==> config.mk <==
export PLATFORM = sky130hd
export DESIGN_NAME = tdc_ts_decoder
export DESIGN_NICKNAME = d
export VERILOG_FILES = /design/src/rtl/tdc_pkg.sv /design/src/rtl/tdc_therm_enc.sv /design/src/rtl/tdc_interp_sel.sv /design/src/rtl/tdc_ts_format.sv /design/src/rtl/tdc_ts_decoder.sv
export SDC_FILE = /design/constraint.sdc
export NUM_CORES = 1
export LEC_CHECK = 0
export BUFFER_PORTS_ARGS = -buffer_cell sky130_fd_sc_hd__buf_4
export CORE_AREA = 2 2 144 146
export CTS_BUF_LIST = sky130_fd_sc_hd__clkbuf_8
export DETAILED_ROUTE_END_ITERATION = 10
export DIE_AREA = 0 0 146 148
export HOLD_SLACK_MARGIN = 0.02
export PLACE_DENSITY_LB_ADDON = 0.3
export SYNTH_ARGS = -nofsm -noshare
export SYNTH_HDL_FRONTEND = slang
export SYNTH_HIERARCHICAL = 1
export SYNTH_SLANG_ARGS = --single-unit
==> constraint.sdc <==
create_clock -name clk -period 0.8 [get_ports clk]
set_input_delay 0.12 -clock clk [delete_from_list [all_inputs] [get_ports clk]]
set_output_delay 0.12 -clock clk [all_outputs]
set_load 0.005 [all_outputs]
==> src/rtl/tdc_pkg.sv <==
`timescale 1ns/1ps
package tdc_pkg;
  typedef enum logic [1:0] {
    RES_FINE   = 2'd0,
    RES_TAP    = 2'd1,
    RES_COARSE = 2'd2,
    RES_CRS_B  = 2'd3
  } res_mode_t;
endpackage

==> src/rtl/tdc_therm_enc.sv <==
`timescale 1ns/1ps
// Circular thermometer edge finder with three-bit majority bubble vote.
module tdc_therm_enc #(
  parameter int N_TAPS = 32,
  parameter int TAP_W  = $clog2(N_TAPS)
) (
  input  logic [N_TAPS-1:0] therm,
  output logic [TAP_W-1:0]  code,
  output logic              found
);
  logic [N_TAPS-1:0] voted;
  logic [N_TAPS-1:0] edge_v;

  for (genvar i = 0; i < N_TAPS; i++) begin : g_vote
    localparam int PRV = (i + N_TAPS - 1) % N_TAPS;
    localparam int NXT = (i + 1) % N_TAPS;
    assign voted[i]  = (therm[PRV] & therm[i]) | (therm[PRV] & therm[NXT]) |
                       (therm[i] & therm[NXT]);
    assign edge_v[i] = voted[i] & ~voted[NXT];
  end

  // lowest index wins
  always_comb begin
    code = '0;
    for (int i = N_TAPS - 1; i >= 0; i--) begin
      if (edge_v[i]) code = TAP_W'(i);
    end
  end

  assign found = |edge_v;
endmodule

==> src/rtl/tdc_interp_sel.sv <==
`timescale 1ns/1ps
// Picks the interpolation bits that belong to the selected tap.
module tdc_interp_sel #(
  parameter int N_TAPS = 32,
  parameter int N_SUB  = 4,
  parameter int TAP_W  = $clog2(N_TAPS),
  parameter int RAW_W  = N_TAPS * N_SUB
) (
  input  logic [RAW_W-1:0] raw,
  input  logic [TAP_W-1:0] tap,
  output logic [N_SUB-2:0] grp
);
  always_comb begin
    grp = '0;
    for (int t = 0; t < N_TAPS; t++) begin
      if (tap == TAP_W'(t)) grp = raw[t*N_SUB+1 +: N_SUB-1];
    end
  end
endmodule

==> src/rtl/tdc_ts_format.sv <==
`timescale 1ns/1ps
// Sub-bin count, field join and resolution truncation.
module tdc_ts_format
  import tdc_pkg::*;
#(
  parameter int CNT_W = 10,
  parameter int TAP_W = 5,
  parameter int N_SUB = 4,
  parameter int SUB_W = $clog2(N_SUB),
  parameter int TS_W  = CNT_W + TAP_W + SUB_W
) (
  input  logic [CNT_W-1:0] coarse,
  input  logic [TAP_W-1:0] tap,
  input  logic [N_SUB-2:0] grp,
  input  res_mode_t        mode,
  input  logic             err,
  output logic [TS_W-1:0]  ts
);
  localparam int FINE_W = TAP_W + SUB_W;

  logic [SUB_W-1:0] sub;
  logic [TS_W-1:0]  full;

  always_comb begin
    sub = '0;
    for (int i = 0; i < N_SUB - 1; i++) sub = sub + SUB_W'(grp[i]);
  end

  assign full = {coarse, tap, sub};

  always_comb begin
    if (err) begin
      ts = '0;
    end else begin
      case (mode)
        RES_FINE: ts = full;
        RES_TAP:  ts = {full[TS_W-1:SUB_W], {SUB_W{1'b0}}};
        default:  ts = {coarse, {FINE_W{1'b0}}};
      endcase
    end
  end
endmodule

==> src/rtl/tdc_ts_decoder.sv <==
`timescale 1ns/1ps
module tdc_ts_decoder
  import tdc_pkg::*;
#(
  parameter int CNT_W  = 10,
  parameter int N_TAPS = 32,
  parameter int N_SUB  = 4,
  localparam int TAP_W = $clog2(N_TAPS),
  localparam int SUB_W = $clog2(N_SUB),
  localparam int RAW_W = N_TAPS * N_SUB,
  localparam int TS_W  = CNT_W + TAP_W + SUB_W
) (
  input  logic             clk,
  input  logic             rst_n,
  input  logic             hit_vld,
  input  logic [RAW_W-1:0] hit_bits,
  input  logic [CNT_W-1:0] cnt_a,
  input  logic [CNT_W-1:0] cnt_b,
  input  logic [1:0]       res_sel,
  output logic             ts_vld,
  output logic [TS_W-1:0]  ts,
  output logic             ts_err
);
  // reset release synchronizer
  logic [1:0] rst_pipe;
  logic       rst_int_n;

  always_ff @(posedge clk or negedge rst_n) begin
    if (!rst_n) rst_pipe <= 2'b00;
    else        rst_pipe <= {rst_pipe[0], 1'b1};
  end
  assign rst_int_n = rst_pipe[1];

  // stage 1: capture
  logic             s1_vld;
  logic [RAW_W-1:0] s1_raw;
  logic [CNT_W-1:0] s1_cnt_a, s1_cnt_b;
  res_mode_t        s1_mode;

  always_ff @(posedge clk or negedge rst_int_n) begin
    if (!rst_int_n) s1_vld <= 1'b0;
    else            s1_vld <= hit_vld;
  end

  always_ff @(posedge clk) begin
    if (hit_vld) begin
      s1_raw   <= hit_bits;
      s1_cnt_a <= cnt_a;
      s1_cnt_b <= cnt_b;
      s1_mode  <= res_mode_t'(res_sel);
    end
  end

  // stage 2 next state: edge search, interpolation pick, counter choice
  logic [N_TAPS-1:0] s1_therm;
  logic [TAP_W-1:0]  s2_tap_d;
  logic              s2_found_d;
  logic [N_SUB-2:0]  s2_grp_d;
  logic [CNT_W-1:0]  s2_coarse_d;

  for (genvar t = 0; t < N_TAPS; t++) begin : g_therm
    assign s1_therm[t] = s1_raw[t*N_SUB];
  end

  tdc_therm_enc #(
    .N_TAPS (N_TAPS),
    .TAP_W  (TAP_W)
  ) u_enc (
    .therm (s1_therm),
    .code  (s2_tap_d),
    .found (s2_found_d)
  );

  tdc_interp_sel #(
    .N_TAPS (N_TAPS),
    .N_SUB  (N_SUB),
    .TAP_W  (TAP_W),
    .RAW_W  (RAW_W)
  ) u_isel (
    .raw (s1_raw),
    .tap (s2_tap_d),
    .grp (s2_grp_d)
  );

  always_comb begin
    s2_coarse_d = s2_tap_d[TAP_W-1] ? s1_cnt_a : s1_cnt_b;
  end

  // stage 2 registers
  logic             s2_vld;
  logic [TAP_W-1:0] s2_tap;
  logic             s2_err;
  logic [N_SUB-2:0] s2_grp;
  logic [CNT_W-1:0] s2_coarse;
  res_mode_t        s2_mode;

  always_ff @(posedge clk or negedge rst_int_n) begin
    if (!rst_int_n) s2_vld <= 1'b0;
    else            s2_vld <= s1_vld;
  end

  always_ff @(posedge clk) begin
    if (s1_vld) begin
      s2_tap    <= s2_tap_d;
      s2_err    <= ~s2_found_d;
      s2_grp    <= s2_grp_d;
      s2_coarse <= s2_coarse_d;
      s2_mode   <= s1_mode;
    end
  end

  // stage 3 next state: format
  logic [TS_W-1:0] ts_d;

  tdc_ts_format #(
    .CNT_W (CNT_W),
    .TAP_W (TAP_W),
    .N_SUB (N_SUB),
    .SUB_W (SUB_W),
    .TS_W  (TS_W)
  ) u_fmt (
    .coarse (s2_coarse),
    .tap    (s2_tap),
    .grp    (s2_grp),
    .mode   (s2_mode),
    .err    (s2_err),
    .ts     (ts_d)
  );

  // stage 3 registers (outputs)
  always_ff @(posedge clk or negedge rst_int_n) begin
    if (!rst_int_n) begin
      ts_vld <= 1'b0;
      ts     <= '0;
      ts_err <= 1'b0;
    end else begin
      ts_vld <= s2_vld;
      if (s2_vld) begin
        ts     <= ts_d;
        ts_err <= s2_err;
      end
    end
  end
endmodule

-- Word level (Yosys, flattened, before mapping)
Cells that the tools add are included.
- add/sub/neg operators: 2
- equality and inequality tests: 32
- mux-type cells: 67
- bitwise gates (word level): 193
- reduce and logical (&&, ||, !) cells: 3
- operators by type and width (kind ; count):
    two-way mux 5 bit ; 32
    AND 1 bit ; 96
    two-way mux 3 bit ; 32
    == test 5 bit, second input constant ; 16
    bitwise OR 1 bit ; 64
    == test 5 x 4 -> 1 bit, second input constant ; 8
    inverter 1 bit ; 33
    OR reduction 32 bit ; 1
    == test 5 x 3 -> 1 bit, second input constant ; 4
    two-way mux 17 bit ; 1
    one-hot mux 7 bit (2 select lines) ; 1
    == test 5 x 2 -> 1 bit, second input constant ; 2
    two-way mux 10 bit ; 1
    == test 5 x 1 -> 1 bit, second input constant ; 1
    zero test 5 bit ; 1
    adder 1 x 1 -> 2 bit ; 1
    adder 2 x 1 -> 2 bit ; 1
    == test 2 x 1 -> 1 bit, second input constant ; 1
    zero test 2 bit ; 1
- register bits after elaboration: 194
- bits of input ports: 153
- output and inout bits: 19
- word-level logic and storage cells: 312

-- Depth between registers and ports, before layout
- depth after elaboration: 70
- gate-level depth with buffers: 15
- gate-level depth less buffers: 12

-- Modules after synthesis
The synthesis kept the hierarchy.
- modules (own cells, without submodules) (module ; times used ; cells an instance ; area each (um2) ; seq. area each (um2)):
    tdc_ts_decoder ; 1 ; 227 ; 6107.1 ; 5710.5
    tdc_interp_sel ; 1 ; 225 ; 1569.0 ; 0.0
    tdc_therm_enc ; 1 ; 181 ; 1207.4 ; 0.0
    tdc_ts_format ; 1 ; 19 ; 173.9 ; 0.0

-- Worst setup path after synthesis
OpenSTA, ideal clock, no wires.
- path kind: reg-to-reg
- from: reg s1_raw[4]
- to: reg s2_grp[2], data pin
- setup time: 259 ps
- arrival time: 3032 ps
- required time: 541 ps
- slack: -2491 ps
- cell stages (with the launch flop): 16
- path through: edfxtp_1 -> buf_6 -> and4bb_1 -> a311o_1 -> or3b_1 -> a21oi_1 -> o21ai_1 -> a211oi_2 -> buf_6 -> buf_6 -> nand2_4 -> o211ai_1 -> o21ai_0 -> a2bb2oi_1 -> o221ai_1 -> a211o_1
- longest elaborated chain between the ends: 70
- elaborated cells between the ends (all ways): 113
- RTL lines (what ; RTL line ; RTL):
    from (decl) ; tdc_ts_decoder.sv:36 ; logic [RAW_W-1:0] s1_raw;
    from (signal assigned) ; tdc_ts_decoder.sv:47 ; s1_raw <= hit_bits;
    AND 1 bit ; tdc_therm_enc.sv:17 ; assign voted[i] = (therm[PRV] & therm[i]) | (therm[PRV] & therm[NXT]) |
    bitwise OR 1 bit (2 in series) ; tdc_therm_enc.sv:17 ;
    inverter 1 bit ; tdc_therm_enc.sv:19 ; assign edge_v[i] = voted[i] & ~voted[NXT];
    AND 1 bit ; tdc_therm_enc.sv:19 ;
    two-way mux 5 bit (31 in series) ; tdc_therm_enc.sv:26 ; if (edge_v[i]) code = TAP_W'(i);
    two-way mux 5 bit * ; tdc_therm_enc.sv:26 ;
    named net s2_tap_d[1] ; tdc_ts_decoder.sv:56 ; logic [TAP_W-1:0] s2_tap_d;
    zero test 5 bit ; tdc_interp_sel.sv:16 ; if (tap == TAP_W'(t)) grp = raw[t*N_SUB+1 +: N_SUB-1];
    two-way mux 3 bit (31 in series) ; tdc_interp_sel.sv:16 ;
    two-way mux 3 bit * ; tdc_interp_sel.sv:16 ;
    named net s2_grp_d[2] ; tdc_ts_decoder.sv:58 ; logic [N_SUB-2:0] s2_grp_d;
    to (signal assigned) ; tdc_ts_decoder.sv:106 ; s2_grp <= s2_grp_d;
    to (decl) ; tdc_ts_decoder.sv:93 ; logic [N_SUB-2:0] s2_grp;
Mark *: on every way through the listed nets, which the timed path passes. The rest lies on a longest branch.
A chain may end at the register's enable or synchronous reset.

-- Worst setup path in the final report
- from: reg s1_raw[124]
- to: reg s2_grp[2], data pin
- longest elaborated chain between the ends: 70
- elaborated cells between the ends (all ways): 113
- RTL lines (what ; RTL line):
    AND 1 bit (on tied branches) ; tdc_therm_enc.sv:17, tdc_therm_enc.sv:18
    bitwise OR 1 bit (2 in series) ; tdc_therm_enc.sv:17
    inverter 1 bit ; tdc_therm_enc.sv:19
    AND 1 bit ; tdc_therm_enc.sv:19
    two-way mux 5 bit (31 in series) ; tdc_therm_enc.sv:26
    two-way mux 5 bit * ; tdc_therm_enc.sv:26
    named net s2_tap_d[1] ; tdc_ts_decoder.sv:56
    zero test 5 bit ; tdc_interp_sel.sv:16
    two-way mux 3 bit (31 in series) ; tdc_interp_sel.sv:16
    two-way mux 3 bit * ; tdc_interp_sel.sv:16
    named net s2_grp_d[2] ; tdc_ts_decoder.sv:58
Marks and branches as above.

==> results.cfg <==
[outcome]
outcome = finished with violations
violations = setup timing

[finish]
final_common_cell = buf_4
final_cell_mix = buf_4, edfxtp_1, dlygate4sd3_1
fin_nets = 1324
area_growth_pct = 63.5
stdcell_count = 1454
layout-drive-gt1-share_pct = 45.1
utilization_pct = 73.9

[yosys]
async_flop_share_pct = 11.9
synthCells = 652
synth.area.top_cells = edfxtp_1, dfrtp_1, mux2_2
yosysTopAreaCellShare_pct = 56.7
synthSimpleGateAreaFrac_pct = 13.7
synthMuxAreaShare_pct = 5.91
synthAdderAreaFrac_pct = 0.221
synth_compound_area_share_pct = 11.4
synth_edf_count = 171
synth_top_family_by_area = simple AND/OR/NAND/NOR gates
synth_top_cell_by_area = edfxtp_1
synth_cell_types = 92
syn_area_mm2 = 0.00906
synth_xor_area_share_pct = 1.93
synth_seq_cells = 194
ys.flop_type = edfxtp_1
synth.avg_cell_area_um2 = 13.9
synth_fp_nets = 806
ys_warn_count = 6
ys_seq_area_share_pct = 63.0

[worst_setup_path]
crit_end = s2_grp[2]
critPathKind = flop to flop
cp-start-kind = flop
cpMaxStageDelayCell = edfxtp_1
critical-path-top-delay-family = compound AO/OA/AOI/OAI gates
reg2reg_slack_ps = -2740
cp_cell_sequence = and4bb_1 -> a311o_1 -> or3b_1 -> a21oi_2 -> o21ai_4 -> a211oi_4 -> buf_6 -> bufbuf_16 -> nand2_4 -> o211ai_1 -> o21ai_1 -> a2bb2oi_2 -> o221ai_1 -> a211o_1
cp_slowest_stage_delay_ps = 460
reg2reg_depth = 14
path_buf_inv = 2
worst_ep_required_time_ps = 1030
worstSetupEndpointType = flop
regToRegEndpoint = s2_grp[2]
crit_cells = 14
critPathLaunch = s1_raw[124]
crit_path_max_fanout = 7
critPathArrivalTime_ps = 3780
reg2reg_from = s1_raw[124]

[detailed_routing]
route.vias.total = 7567
routedWlPerCell_um = 18.4
drc = 0
vias_per_cell = 5.20
wirelength_mm = 26.7
drt_pass1_iterations = 7
final_antenna_net_count = 0
drt_iter0_drc = 663

[global_routing]
grt_pass1_wl_mm = 40.9
antenna_found_initial = 1
overflow = 0
grt_start_max_net_pins = 34
grt_pass1_vias = 7716
grtUsageTotal_pct = 24.4

[floorplanning]
core-area_mm2 = 0.0200
dieHeight_um = 148
start_util_pct = 45.2
fp.dieW_um = 146
io_pins = 172
die_area_mm2 = 0.0216
rows = 52

[placement]
numPlacedInstances = 1201
place_ws_ps = -2680
dp_hpwl_mm = 15.3
gp_congestion = 0.932
io_buffers = 171

[timing]
grt_setup_unrepaired = true
fin_tns_setup_ps = -50400
fin_crit_ps = 3540
fin_crit_sh_pct = 443
slew_violations = 0
setup_ws_ps = -2740
maxClockFrequency_mhz = 282
setup_viol_count_final = 76
hold_ws_ps = 135
skew_ps = 21.3
hold_viol_final = 0

[clocking]
cts_tree = done
insertion_delay_ps = 480
numClockSinks = 194
clkTransAtPathRegs_ps = 120
htreeDepth = 4
cts_buffers = 17
root_buffer = clkbuf_8
clock_path_buffers = 2

[pwr]
power_density_mw_per_mm2 = 2030
peakVddDrop_uv = 1100
p_leak_uw = 0.00613

[hold_path]
hp-class = input pin to flop

[flow_run]
drv_cap = 0
-- cell usage after synthesis (5+ instances only) --
| cell type | instances |
|---|---|
| edfxtp_1 | 171 |
| nand2_1 | 29 |
| a21oi_1 | 27 |
| nor2_1 | 25 |
| nor2b_1 | 25 |
| o21ai_0 | 25 |
| dfrtp_1 | 23 |
| mux2_2 | 21 |
| xor2_1 | 19 |
| inv_1 | 16 |
| nand3_1 | 13 |
| a31oi_1 | 12 |
| buf_6 | 12 |
| and2b_2 | 10 |
| buf_2 | 10 |
| mux2_4 | 10 |
| mux2i_1 | 10 |
| nand3b_1 | 10 |
| nand2b_1 | 9 |
| nor3_1 | 9 |
| nor3b_1 | 8 |
| a22oi_1 | 7 |
| o211ai_1 | 7 |
| o22ai_1 | 7 |
| a211oi_1 | 6 |
| buf_4 | 6 |
| nor4_1 | 6 |
| nand4_1 | 5 |
| nor4bb_1 | 5 |
| o21ai_1 | 5 |
-- worst min-delay path by stage --
stage	end	cells past startpoint	slack (ps)	start
5_1_grt	s1_mode[1]	2	110	hit_vld
6_report	s1_mode[1]	2	140	hit_vld
2_1_floorplan	rst_pipe[0]	0	-180	rst_n
3_5_place_dp	rst_pipe[1]	1	-90	rst_n
3_3_place_gp	rst_pipe[1]	1	-90	rst_n
4_1_cts	s1_cnt_a[3]	2	110	hit_vld
-- repair_timing --
action                                 in CTS  in global routing
pin swaps                                  14                 11
endpoints found under the hold margin     153                  0
hold buffers                              153                  0
buffers inserted                           39                 25
setup endpoints to repair                  77                 77
gates cloned                                8                  1
gates resized for setup                    81                 36
-- flip-flops by register name (all words and copies together), names as in the netlist, 3 cells and up --
register / flops
s2_coarse: 10
s1_raw: 128
s1_cnt_a: 10
s1_cnt_b: 10
s2_tap: 5
s2_grp: 3
ts: 17
-- worst reg2reg max path, cell delays in order (launching register included) --
cell and delay, ps:
edfxtp_1 460, and4bb_1 300, a311o_1 150, or3b_1 370
a21oi_2 240, o21ai_4 90, a211oi_4 230, buf_6 150
bufbuf_16 280, nand2_4 90, o211ai_1 180, o21ai_1 120
a2bb2oi_2 170, o221ai_1 150, a211o_1 320
-- layout make-up --
| cell class | instances | area [um2] |
|---|---|---|
| clock inverter | 15 | 140 |
| sequential | 194 | 5710 |
| antenna | 1 | 2.50 |
| timing repair buffer | 533 | 4850 |
| inverter | 16 | 63.8 |
| multi-input combinational | 408 | 3470 |
| tap | 270 | 338 |
| clock buffer | 17 | 234 |
| fill | 1217 | 5230 |
-- logic make-up (layout without fill, tap and decap cells) --
kind of cell,count (synthesis),count (layout)
simple gates,195,195
xor+xnor,20,20
flops,194,194
compound gates,148,148
buf+inv,50,581
fa+ha+maj,1,1
other cells,1,2
mux,43,43
-- power breakdown --
part / internal (uW) / switching (uW) / leakage [uW]
combinational: 6310 / 4710 / 0.00397
sequential: 12200 / 598 / 0.00197
clock: 2300 / 3910 / 0.000196
total: 20800 / 9220 / 0.00613
-- through the flow --
step                power [uW]  instance area (um2)
global placement         20700                11700
detailed placement       20800                11700
finish                   30000                14800
floorplan                17300                 9180
global route             31300                14800
CTS                      29100                14500
-- metal layers --
layer | vias to the layer above | share of wire, % | track usage [%]
met5 | - | 0 | 0
li1 | 3572 | - | -
met3 | 60 | 5.9 | 3.95
met1 | 3625 | 41 | 31.1
met4 | 0 | 2.4 | 8.16
met2 | 310 | 51 | 42.8
Note: power is estimated with default switching activity, not from simulation.
